$ cat src/rtl/npc_pkg.sv
// Package npc_pkg
// Shared encodings for the next-PC unit: transfer classes and branch
// comparison selectors. Assumes a 32-bit word-aligned instruction stream.
package npc_pkg;

    typedef enum logic [3:0] {
        XFER_SEQ  = 4'd0,
        XFER_BCND = 4'd1,
        XFER_BRA  = 4'd2,
        XFER_JABS = 4'd3,
        XFER_CABS = 4'd4,
        XFER_JREG = 4'd5,
        XFER_CREG = 4'd6,
        XFER_RETX = 4'd7,
        XFER_RETB = 4'd8
    } xfer_e;

    typedef enum logic [2:0] {
        CMP_EQ  = 3'd0,
        CMP_NE  = 3'd1,
        CMP_GE  = 3'd2,
        CMP_LT  = 3'd3,
        CMP_GEU = 3'd4,
        CMP_LTU = 3'd5
    } cmp_e;

    localparam int INSN_BYTES = 4;
    localparam int ALIGN_W    = 2;

endpackage

$ cat src/rtl/npc_branch_cmp.sv
// Module npc_branch_cmp
// Evaluates a conditional-branch comparison between two register operands.
// Assumes selector codes from npc_pkg; unknown codes never take the branch.
module npc_branch_cmp #(
    parameter int XLEN = 32
) (
    input  logic [2:0]      cmp_sel,
    input  logic [XLEN-1:0] lhs,
    input  logic [XLEN-1:0] rhs,
    output logic            taken
);
    import npc_pkg::*;

    // Select the comparison named by cmp_sel.
    always_comb begin
        case (cmp_sel)
            CMP_EQ:  taken = (lhs == rhs);
            CMP_NE:  taken = (lhs != rhs);
            CMP_GE:  taken = ($signed(lhs) >= $signed(rhs));
            CMP_LT:  taken = ($signed(lhs) <  $signed(rhs));
            CMP_GEU: taken = (lhs >= rhs);
            CMP_LTU: taken = (lhs <  rhs);
            default: taken = 1'b0;
        endcase
    end
endmodule

$ cat src/rtl/npc_target_gen.sv
// Module npc_target_gen
// Forms the candidate targets of every transfer class from the current PC:
// sequential, PC-relative branch, region-preserving absolute jump, and the
// alignment status of a register target. Purely combinational.
module npc_target_gen #(
    parameter int XLEN     = 32,
    parameter int BIMM_W   = 16,
    parameter int REGION_W = 4,
    localparam int ALIGN_W = npc_pkg::ALIGN_W,
    localparam int JIMM_W  = XLEN - REGION_W - ALIGN_W
) (
    input  logic [XLEN-1:0]   pc,
    input  logic [BIMM_W-1:0] br_imm,
    input  logic [JIMM_W-1:0] jmp_imm,
    input  logic [XLEN-1:0]   reg_tgt,
    output logic [XLEN-1:0]   seq_pc,
    output logic [XLEN-1:0]   br_pc,
    output logic [XLEN-1:0]   abs_pc,
    output logic              reg_misaligned
);
    logic [XLEN-1:0] br_off;

    // Sign-extend the displacement and force word alignment.
    always_comb begin
        br_off = {{(XLEN-BIMM_W){br_imm[BIMM_W-1]}}, br_imm[BIMM_W-1:ALIGN_W], {ALIGN_W{1'b0}}};
        seq_pc = pc + XLEN'(npc_pkg::INSN_BYTES);
        br_pc  = seq_pc + br_off;
        reg_misaligned = |reg_tgt[ALIGN_W-1:0];
    end

    // Absolute target keeps the region bits of the current PC when present.
    generate
        if (REGION_W > 0) begin : g_region
            assign abs_pc = {pc[XLEN-1 -: REGION_W], jmp_imm, {ALIGN_W{1'b0}}};
        end else begin : g_flat
            assign abs_pc = {jmp_imm, {ALIGN_W{1'b0}}};
        end
    endgenerate
endmodule

$ cat src/rtl/npc_unit.sv
// Module npc_unit
// Next-PC and control-transfer unit. Registers the next program counter,
// drives the return-address write for calls, requests status restore for
// return forms, and raises a one-cycle fault for misaligned register targets.
// Assumes one retired instruction per cycle presented on the inputs.
module npc_unit #(
    parameter int XLEN     = 32,
    parameter int BIMM_W   = 16,
    parameter int REGION_W = 4,
    parameter int STATUS_W = 32,
    parameter logic [XLEN-1:0] RESET_VEC = 32'h0000_0000,
    parameter logic [XLEN-1:0] EXC_VEC   = 32'h0000_0020,
    localparam int JIMM_W = XLEN - REGION_W - npc_pkg::ALIGN_W
) (
    input  logic                clk,
    input  logic                rst_n,
    input  logic [3:0]          xfer_cls,
    input  logic [2:0]          cmp_sel,
    input  logic [BIMM_W-1:0]   br_imm,
    input  logic [JIMM_W-1:0]   jmp_imm,
    input  logic [XLEN-1:0]     opa,
    input  logic [XLEN-1:0]     opb,
    input  logic [XLEN-1:0]     exc_ret_addr,
    input  logic [XLEN-1:0]     brk_ret_addr,
    input  logic [STATUS_W-1:0] exc_saved_status,
    input  logic [STATUS_W-1:0] brk_saved_status,
    output logic [XLEN-1:0]     pc_q,
    output logic                link_we,
    output logic [XLEN-1:0]     link_data,
    output logic                status_restore,
    output logic [STATUS_W-1:0] status_value,
    output logic                fault_req,
    output logic [XLEN-1:0]     fault_addr,
    output logic [XLEN-1:0]     fault_epc
);
    import npc_pkg::*;

    logic            cond_taken;
    logic [XLEN-1:0] seq_pc, br_pc, abs_pc, next_pc;
    logic            reg_misaligned, fault_now;

    npc_branch_cmp #(.XLEN(XLEN)) u_cmp (
        .cmp_sel (cmp_sel),
        .lhs     (opa),
        .rhs     (opb),
        .taken   (cond_taken)
    );

    npc_target_gen #(.XLEN(XLEN), .BIMM_W(BIMM_W), .REGION_W(REGION_W)) u_tgt (
        .pc             (pc_q),
        .br_imm         (br_imm),
        .jmp_imm        (jmp_imm),
        .reg_tgt        (opa),
        .seq_pc         (seq_pc),
        .br_pc          (br_pc),
        .abs_pc         (abs_pc),
        .reg_misaligned (reg_misaligned)
    );

    assign link_data = seq_pc;

    // Choose the next PC and the side effects of the current transfer class.
    always_comb begin
        next_pc        = seq_pc;
        fault_now      = 1'b0;
        link_we        = 1'b0;
        status_restore = 1'b0;
        status_value   = '0;
        case (xfer_cls)
            XFER_BCND: if (cond_taken) next_pc = br_pc;
            XFER_BRA:  next_pc = br_pc;
            XFER_JABS: next_pc = abs_pc;
            XFER_CABS: begin
                next_pc = abs_pc;
                link_we = 1'b1;
            end
            XFER_JREG, XFER_CREG: begin
                if (reg_misaligned) begin
                    fault_now = 1'b1;
                    next_pc   = EXC_VEC;
                end else begin
                    next_pc = opa;
                    link_we = (xfer_cls == XFER_CREG);
                end
            end
            XFER_RETX: begin
                next_pc        = exc_ret_addr;
                status_restore = 1'b1;
                status_value   = exc_saved_status;
            end
            XFER_RETB: begin
                next_pc        = brk_ret_addr;
                status_restore = 1'b1;
                status_value   = brk_saved_status;
            end
            default: next_pc = seq_pc;
        endcase
    end

    // Register the PC and the fault record.
    always_ff @(posedge clk) begin
        if (!rst_n) begin
            pc_q       <= RESET_VEC;
            fault_req  <= 1'b0;
            fault_addr <= '0;
            fault_epc  <= '0;
        end else begin
            pc_q      <= next_pc;
            fault_req <= fault_now;
            if (fault_now) begin
                fault_addr <= opa;
                fault_epc  <= seq_pc;
            end
        end
    end
endmodule

$ cat config.mk
export PLATFORM = sky130hd
export DESIGN_NAME = npc_unit
export DESIGN_NICKNAME = d
export VERILOG_FILES = /design/src/rtl/npc_pkg.sv /design/src/rtl/npc_branch_cmp.sv /design/src/rtl/npc_target_gen.sv /design/src/rtl/npc_unit.sv
export SDC_FILE = /design/constraint.sdc
export NUM_CORES = 1
export LEC_CHECK = 0
export BUFFER_PORTS_ARGS = -buffer_cell sky130_fd_sc_hd__buf_2
export CAP_MARGIN = 30
export CORE_MARGIN = 10
export CORE_UTILIZATION = 35
export CTS_CLUSTER_DIAMETER = 80
export DETAILED_ROUTE_END_ITERATION = 12
export PLACE_DENSITY_LB_ADDON = 0.3
export SLEW_MARGIN = 5
export SYNTH_ARGS = -nofsm -noshare
export SYNTH_HDL_FRONTEND = slang
export SYNTH_SLANG_ARGS = --single-unit
$ cat constraint.sdc
create_clock -name clk -period 6.6 [get_ports clk]
set_input_delay 0 -clock clk [delete_from_list [all_inputs] [get_ports clk]]
set_output_delay 0 -clock clk [all_outputs]
set_load 0.03 [all_outputs]
==> results of run 1 <==
==> synthesized netlist by cell type (13+ instances only) <==
master	instances	area share
nor3_1	35	0.023
clkbuf_1	49	0.024
nand3_1	24	0.016
a22o_1	37	0.043
a221oi_1	20	0.023
a211oi_1	14	0.014
ha_1	62	0.10
nand2_1	115	0.057
xor2_1	19	0.022
inv_1	57	0.028
o21ai_0	39	0.026
nand4_1	13	0.011
a21oi_1	89	0.059
dfxtp_1	97	0.26
a21o_1	15	0.015
xnor2_1	35	0.041
nor2_1	85	0.042
a221o_1	23	0.031
==> area by class of cell <==
class / count / area (sq um) / area share
clock inverters: 6 / 48.80 / 0.004677
multi-input cells: 766 / 5137 / 0.4924
inverters: 57 / 215.2 / 0.02063
flip-flops and latches: 97 / 1942 / 0.1861
clock buffers: 10 / 239.0 / 0.02291
diodes: 1 / 2.502 / 0.0002399
well taps: 275 / 344.1 / 0.03298
repair buffers: 454 / 2504 / 0.2400
==> path summary, 6_finish.rpt <==
check | startpoint | end | slack [ns] | depth (start not counted)
setup / recovery | pc_q[7] | pc_q[31] | 1.94 | 16
hold / removal | brk_ret_addr[29] | pc_q[29] | 0.04 | 5
setup reg to reg | pc_q[7] | pc_q[31] | 1.94 | 16
hold reg to reg | fault_addr[25] | fault_addr[25] | 0.45 | 2
==> power by group through the flow <==
| stage | Clock, mW | Combinational, mW | Sequential (mW) |
|---|---|---|---|
| after CTS | 0.547 | 0.728 | 0.645 |
| final | 0.529 | 0.729 | 0.645 |
| after floorplan | 0 | 0.392 | 0.717 |
| after detailed placement | 0 | 0.706 | 0.658 |
| after global placement | 0 | 0.697 | 0.656 |
| after global routing | 0.568 | 0.796 | 0.650 |
==> routing by layer <==
layer,track usage,up-vias,share of wire
met3,0.08237,43,0.091
met5,0,-,0.00076
li1,-,4420,-
met1,0.3002,4262,0.42
met2,0.3947,348,0.47
met4,0.06186,4,0.019
==> worst max-delay path: stages (launching register included) <==
cell and delay (ns):
dfxtp_1 0.42, and4_1 0.26, nand3_1 0.15, nor3_1 0.47
nand2_1 0.26, nor3_1 0.23, xor2_1 0.38, ha_1 0.37
a21o_1 0.20, a21oi_1 0.19, nand3b_1 0.10, a211oi_1 0.35
o31ai_1 0.16, xor2_1 0.20, a2111oi_0 0.54, o21ai_0 0.16
a31oi_1 0.15
==> flip-flops by register name (all words and copies together) (netlist names) <==
register	cells
fault_req	1
pc_q	32
fault_epc	32
fault_addr	32
==> metrics by stage <==
stage	instances	total power [mW]	setup WS, ns	hold slack [ns]
2_1_floorplan	981	1.109	2.273	0.1360
3_3_place_gp	1608	1.354	1.986	0.2612
3_5_place_dp	1609	1.365	1.946	0.2703
4_1_cts	1665	1.920	1.881	0.02081
5_1_grt	1665	2.015	1.396	0.05173
6_report	1666	1.903	1.940	0.04219
==> timing repair <==
action	4_1_cts	5_1_grt
resized for setup	0	0
setup buffers	0	0
hold buffers	40	0
endpoints found under the hold margin	39	0
==> logic make-up (layout without fill, tap and decap cells) <==
group | count (synthesis) | in the layout | synth area share
fa+ha+maj | 63 | 63 | 0.1059
mux | 2 | 2 | 0.002664
other cells | 0 | 1 | 0
compound gates | 324 | 324 | 0.3093
flops | 97 | 97 | 0.2584
simple gates | 323 | 323 | 0.1978
xor+xnor | 54 | 54 | 0.06293
buf+inv | 118 | 527 | 0.06309
==> out/metrics.cfg, run 1 <==
[synthesis]
synth_edf_count = 0
synthesis.instances = 981
synth.ff_latch_count = 97
synth.distinct_cells = 60
synth-main-ff-cell = dfxtp_1
synth_sequential_area_ratio = 0.2584
post_synthesis_cell_area_sq_um = 7516
synthesis.yosys.warnings = 0
async_reset_ff_frac = 0
synth_fp_nets = 1287
post_synth.cell_area_avg_sq_um = 7.662

[detailed_routing]
first_pass_iters = 6
post-route-drc-count = 0
antenna_violating_nets_post_route = 0
detailedRoute.firstIterationViolations = 487
drt-vias-per-instance = 5.448
drt-wirelength-per-cell_um = 21.36
num_vias = 9077
postRouteWirelength_um = 35590

[global_route]
number_of_global_route_vias_before_repair = 9188
grt.overflow.total = 0
antenna_found_initial = 3
grt_resource_usage_total = 0.2427
first_pass_grt_wire_length_um = 54340
largest_net_degree_at_the_start_of_global_routing = 72

[cts]
cts-root-buf = clkbuf_16
cts.sink_count = 97
clkSlewWorstSetupHoldPaths_ns = 0.07
clock_insertion_delay_worst_skew_ns = 0.36
clk_path_buf_depth = 2
cts-buffers-inserted = 9
tritoncts = done
htree_levels = 3

[floorplanning]
initial_core_util = 0.3564
floorplan.core_area_sq_um = 21090
floorplan.io_pins = 406
floorplan.rows = 53
dieWidth_um = 166.5
die-area_sq_um = 27740
die_y_um = 166.5

[pwr]
p_comb_frac = 0.383
total_switching_power_uw = 739.5
p_clk_frac = 0.278
seqPwrFrac = 0.339
power.internal_mw = 1.164
leakage_nw = 5.159
switching_share = 0.3885
vdd_ir_drop_max_mv = 0.1220
power_density_nw_per_um2 = 182.5

[final_layout]
final_util = 0.4947
filler_cell_count = 2129
layout_commonest_cell = buf_2
top_library_cells_by_usage_in_the_layout_fill_and_taps_aside = buf_2, nand2_1, dfxtp_1
postLayoutCellArea_sq_um = 10430
final_nets = 1691
drive_above_1_share = 0.3259
area_growth_syn_to_layout_pct = 38.80

[sta]
final_period_minus_worst_setup_slack_ns = 4.660
max_slew.worst_pin.slew_ns = 0.9344
timing.final.max_slew_violations = 0
tns_ns = 0
fin_crit_sh = 0.7060
max_freq_mhz = 214.6
relSlewSlack = 0.3726
finalHoldViolations = 0
clock-skew-final_ns = 0.01374
timing.final.setup_violations = 0
grt_setup_unrepaired = no

[setup_path]
worstSetupEndpointType = flop
cp.arrival_ns = 4.94
cp-start-kind = flop
critPathMaxFanout = 6
crit_required_ns = 6.88
path_class = flop to flop

[placement]
final_weighted_congestion_in_routability_driven_placement = 0.9059
place.port_buffers = 403
detailed_place.area_sq_um = 9742
detailed_place_hpwl_um = 28890

[status]
run_status = complete, no violations

[worst_hold_path]
hold_path.class = primary input to flop

[run]
cap_viol_max_count = 0

Power figures use the tool's default switching activity.
==> run 2: changes to the inputs <==
==> constraint.sdc (replaced) <==
create_clock -name clk -period 4.42 [get_ports clk]
set_input_delay 0 -clock clk [delete_from_list [all_inputs] [get_ports clk]]
set_output_delay 0 -clock clk [all_outputs]
set_load 0.03 [all_outputs]
==> out/metrics.cfg, run 2 (synthesis gave the netlist of run 1 again) <==
[status]
run_status = complete, no violations

[sta]
relSlewSlack = 0.3768  ; +0.004223
finalHoldViolations = 0  ; unchanged
grt_setup_unrepaired = no
clock-skew-final_ns = 0.009661  ; -0.004079 ns
fin_crit_sh = 0.9225  ; +0.2165
tns_ns = 0  ; unchanged
max_slew.worst_pin.slew_ns = 0.9348  ; +0.0003811 ns
timing.final.setup_violations = 0  ; unchanged
final_period_minus_worst_setup_slack_ns = 4.077  ; -0.5823 ns
max_freq_mhz = 245.3  ; +14%
timing.final.max_slew_violations = 0  ; unchanged

[floorplanning]
initial_core_util = 0.3564  ; unchanged
floorplan.rows = 53  ; unchanged
floorplan.core_area_sq_um = 21090  ; unchanged
die-area_sq_um = 27740  ; unchanged
floorplan.io_pins = 406  ; unchanged
dieWidth_um = 166.5  ; unchanged
die_y_um = 166.5  ; unchanged

[global_route]
first_pass_grt_wire_length_um = 54640  ; +0.56%
grt.overflow.total = 0  ; unchanged
largest_net_degree_at_the_start_of_global_routing = 58  ; -19%
number_of_global_route_vias_before_repair = 9333  ; +1.6%
antenna_found_initial = 5  ; +2
grt_resource_usage_total = 0.2453  ; +0.002651

[placement]
final_weighted_congestion_in_routability_driven_placement = 0.8713  ; -3.8%
detailed_place_hpwl_um = 29180  ; +1.0%
place.port_buffers = 403  ; unchanged
detailed_place.area_sq_um = 9798  ; +0.58%

[final_layout]
area_growth_syn_to_layout_pct = 39.77
top_library_cells_by_usage_in_the_layout_fill_and_taps_aside = buf_2, nand2_1, dfxtp_1
layout_commonest_cell = buf_2
postLayoutCellArea_sq_um = 10510  ; +0.70%
drive_above_1_share = 0.3324  ; +0.006481
top_regs = fault_addr x32, fault_epc x32, pc_q x32
final_util = 0.4982  ; +0.003442
final_nets = 1700  ; +0.53%

[detailed_routing]
postRouteWirelength_um = 36190  ; +1.7%
drt-wirelength-per-cell_um = 21.60  ; +1.1%
num_vias = 9224  ; +1.6%
first_pass_iters = 7  ; +1
drt-vias-per-instance = 5.507  ; +1.1%
antenna_violating_nets_post_route = 0  ; unchanged
detailedRoute.firstIterationViolations = 663  ; +36%
post-route-drc-count = 0  ; unchanged

[cts]
htree_levels = 3  ; unchanged
clk_path_buf_depth = 2  ; unchanged
cts-buffers-inserted = 9  ; unchanged
clkSlewWorstSetupHoldPaths_ns = 0.07  ; about the same
postCtsSetupRepairBufs = 0  ; unchanged
clock_insertion_delay_worst_skew_ns = 0.35  ; about the same
tritoncts = done
cts.sink_count = 97  ; unchanged
cts-root-buf = clkbuf_16

[worst_hold_path]
hold_path.class = primary input to flop

[pwr]
switching_share = 0.3923  ; +0.003764
power_density_nw_per_um2 = 271.4  ; +49%
p_comb_frac = 0.387  ; +0.004
vdd_ir_drop_max_mv = 0.1882  ; +54%
seqPwrFrac = 0.339  ; about the same
power.internal_mw = 1.732  ; +49%
finalPower_mw = 2.851  ; +50%
total_switching_power_mw = 1.118  ; +51%
leakage_nw = 5.210  ; +0.99%
p_clk_frac = 0.274  ; -0.004

[setup_path]
crit_required_ns = 4.70  ; -2.18 ns
path_class = flop to flop
ff2ff_setup_slack_ns = 0.34  ; -1.60 ns
cp.arrival_ns = 4.35  ; -0.59 ns
cp-start-kind = flop
worstSetupEndpointType = flop
critPathMaxFanout = 6  ; unchanged

[run]
cap_viol_max_count = 0  ; unchanged

[run 2: cell type report]
| cell class | instances | area (sq um) |
|---|---|---|
| diodes | 1 | 2.502 |
| inverters | 57 | 215.2 |
| fillers | 2117 | 10580 |
| repair buffers | 463 | 2567 |
| flip-flops and latches | 97 | 1942 |
| multi-input cells | 766 | 5155 |
| well taps | 275 | 344.1 |
| clock inverters | 7 | 53.80 |
| clock buffers | 9 | 225.2 |
[run 2: what timing repair did]
item                       4_1_cts  5_1_grt
hold buffers                    40        0
hold endpoints to repair        38        0
gates resized for setup          0        4
setup endpoints to repair        0        4
[run 2: worst max-delay path, cell delays in order, from the launching register on]
cell and delay [ns]:
dfxtp_1 0.42, and4_1 0.26, nand3_1 0.17, nor3_2 0.34
nand2_1 0.23, nor3_1 0.22, xor2_1 0.17, buf_4 0.16
ha_1 0.28, a21o_1 0.20, a21oi_1 0.18, nand3b_1 0.09
a211oi_1 0.31, o31ai_1 0.15, xor2_1 0.18, a2111oi_0 0.36
o21ai_0 0.12, a31oi_1 0.15
[run 2: per-layer routing]
metal | global-route usage | vias up | share of wire
met4 | 0.06720 | 6 | 0.021
met2 | 0.3981 | 389 | 0.46
met5 | 0 | - | 0.0011
met1 | 0.3014 | 4328 | 0.42
li1 | - | 4446 | -
met3 | 0.08520 | 55 | 0.098
[run 2: final timing paths]
path,startpoint,end,cells past startpoint
setup / recovery,pc_q[7],pc_q[31],17
hold / removal,jmp_imm[12],pc_q[14],3
setup reg to reg,pc_q[7],pc_q[31],17
hold reg to reg,fault_addr[2],fault_addr[2],2
[run 2: through the flow]
stage                     worst slack (ns)  hold slack, ns  std cells
after CTS                           0.1180         0.02111       1673
after global placement              0.3028          0.2599       1617
after floorplan                    0.09289          0.1360        981
after detailed placement            0.1530          0.2645       1617
after global routing             0.0003886         0.05312       1675
final                               0.3426        0.003440       1675
[run 2: power by group through the flow]
| stage | Sequential [mW] | Combinational [mW] | Clock, mW |
|---|---|---|---|
| after floorplan | 1.07 | 0.585 | 0 |
| after global placement | 0.981 | 1.06 | 0 |
| after detailed placement | 0.984 | 1.07 | 0 |
| after CTS | 0.964 | 1.10 | 0.797 |
| after global routing | 0.972 | 1.20 | 0.827 |
| final | 0.965 | 1.10 | 0.781 |
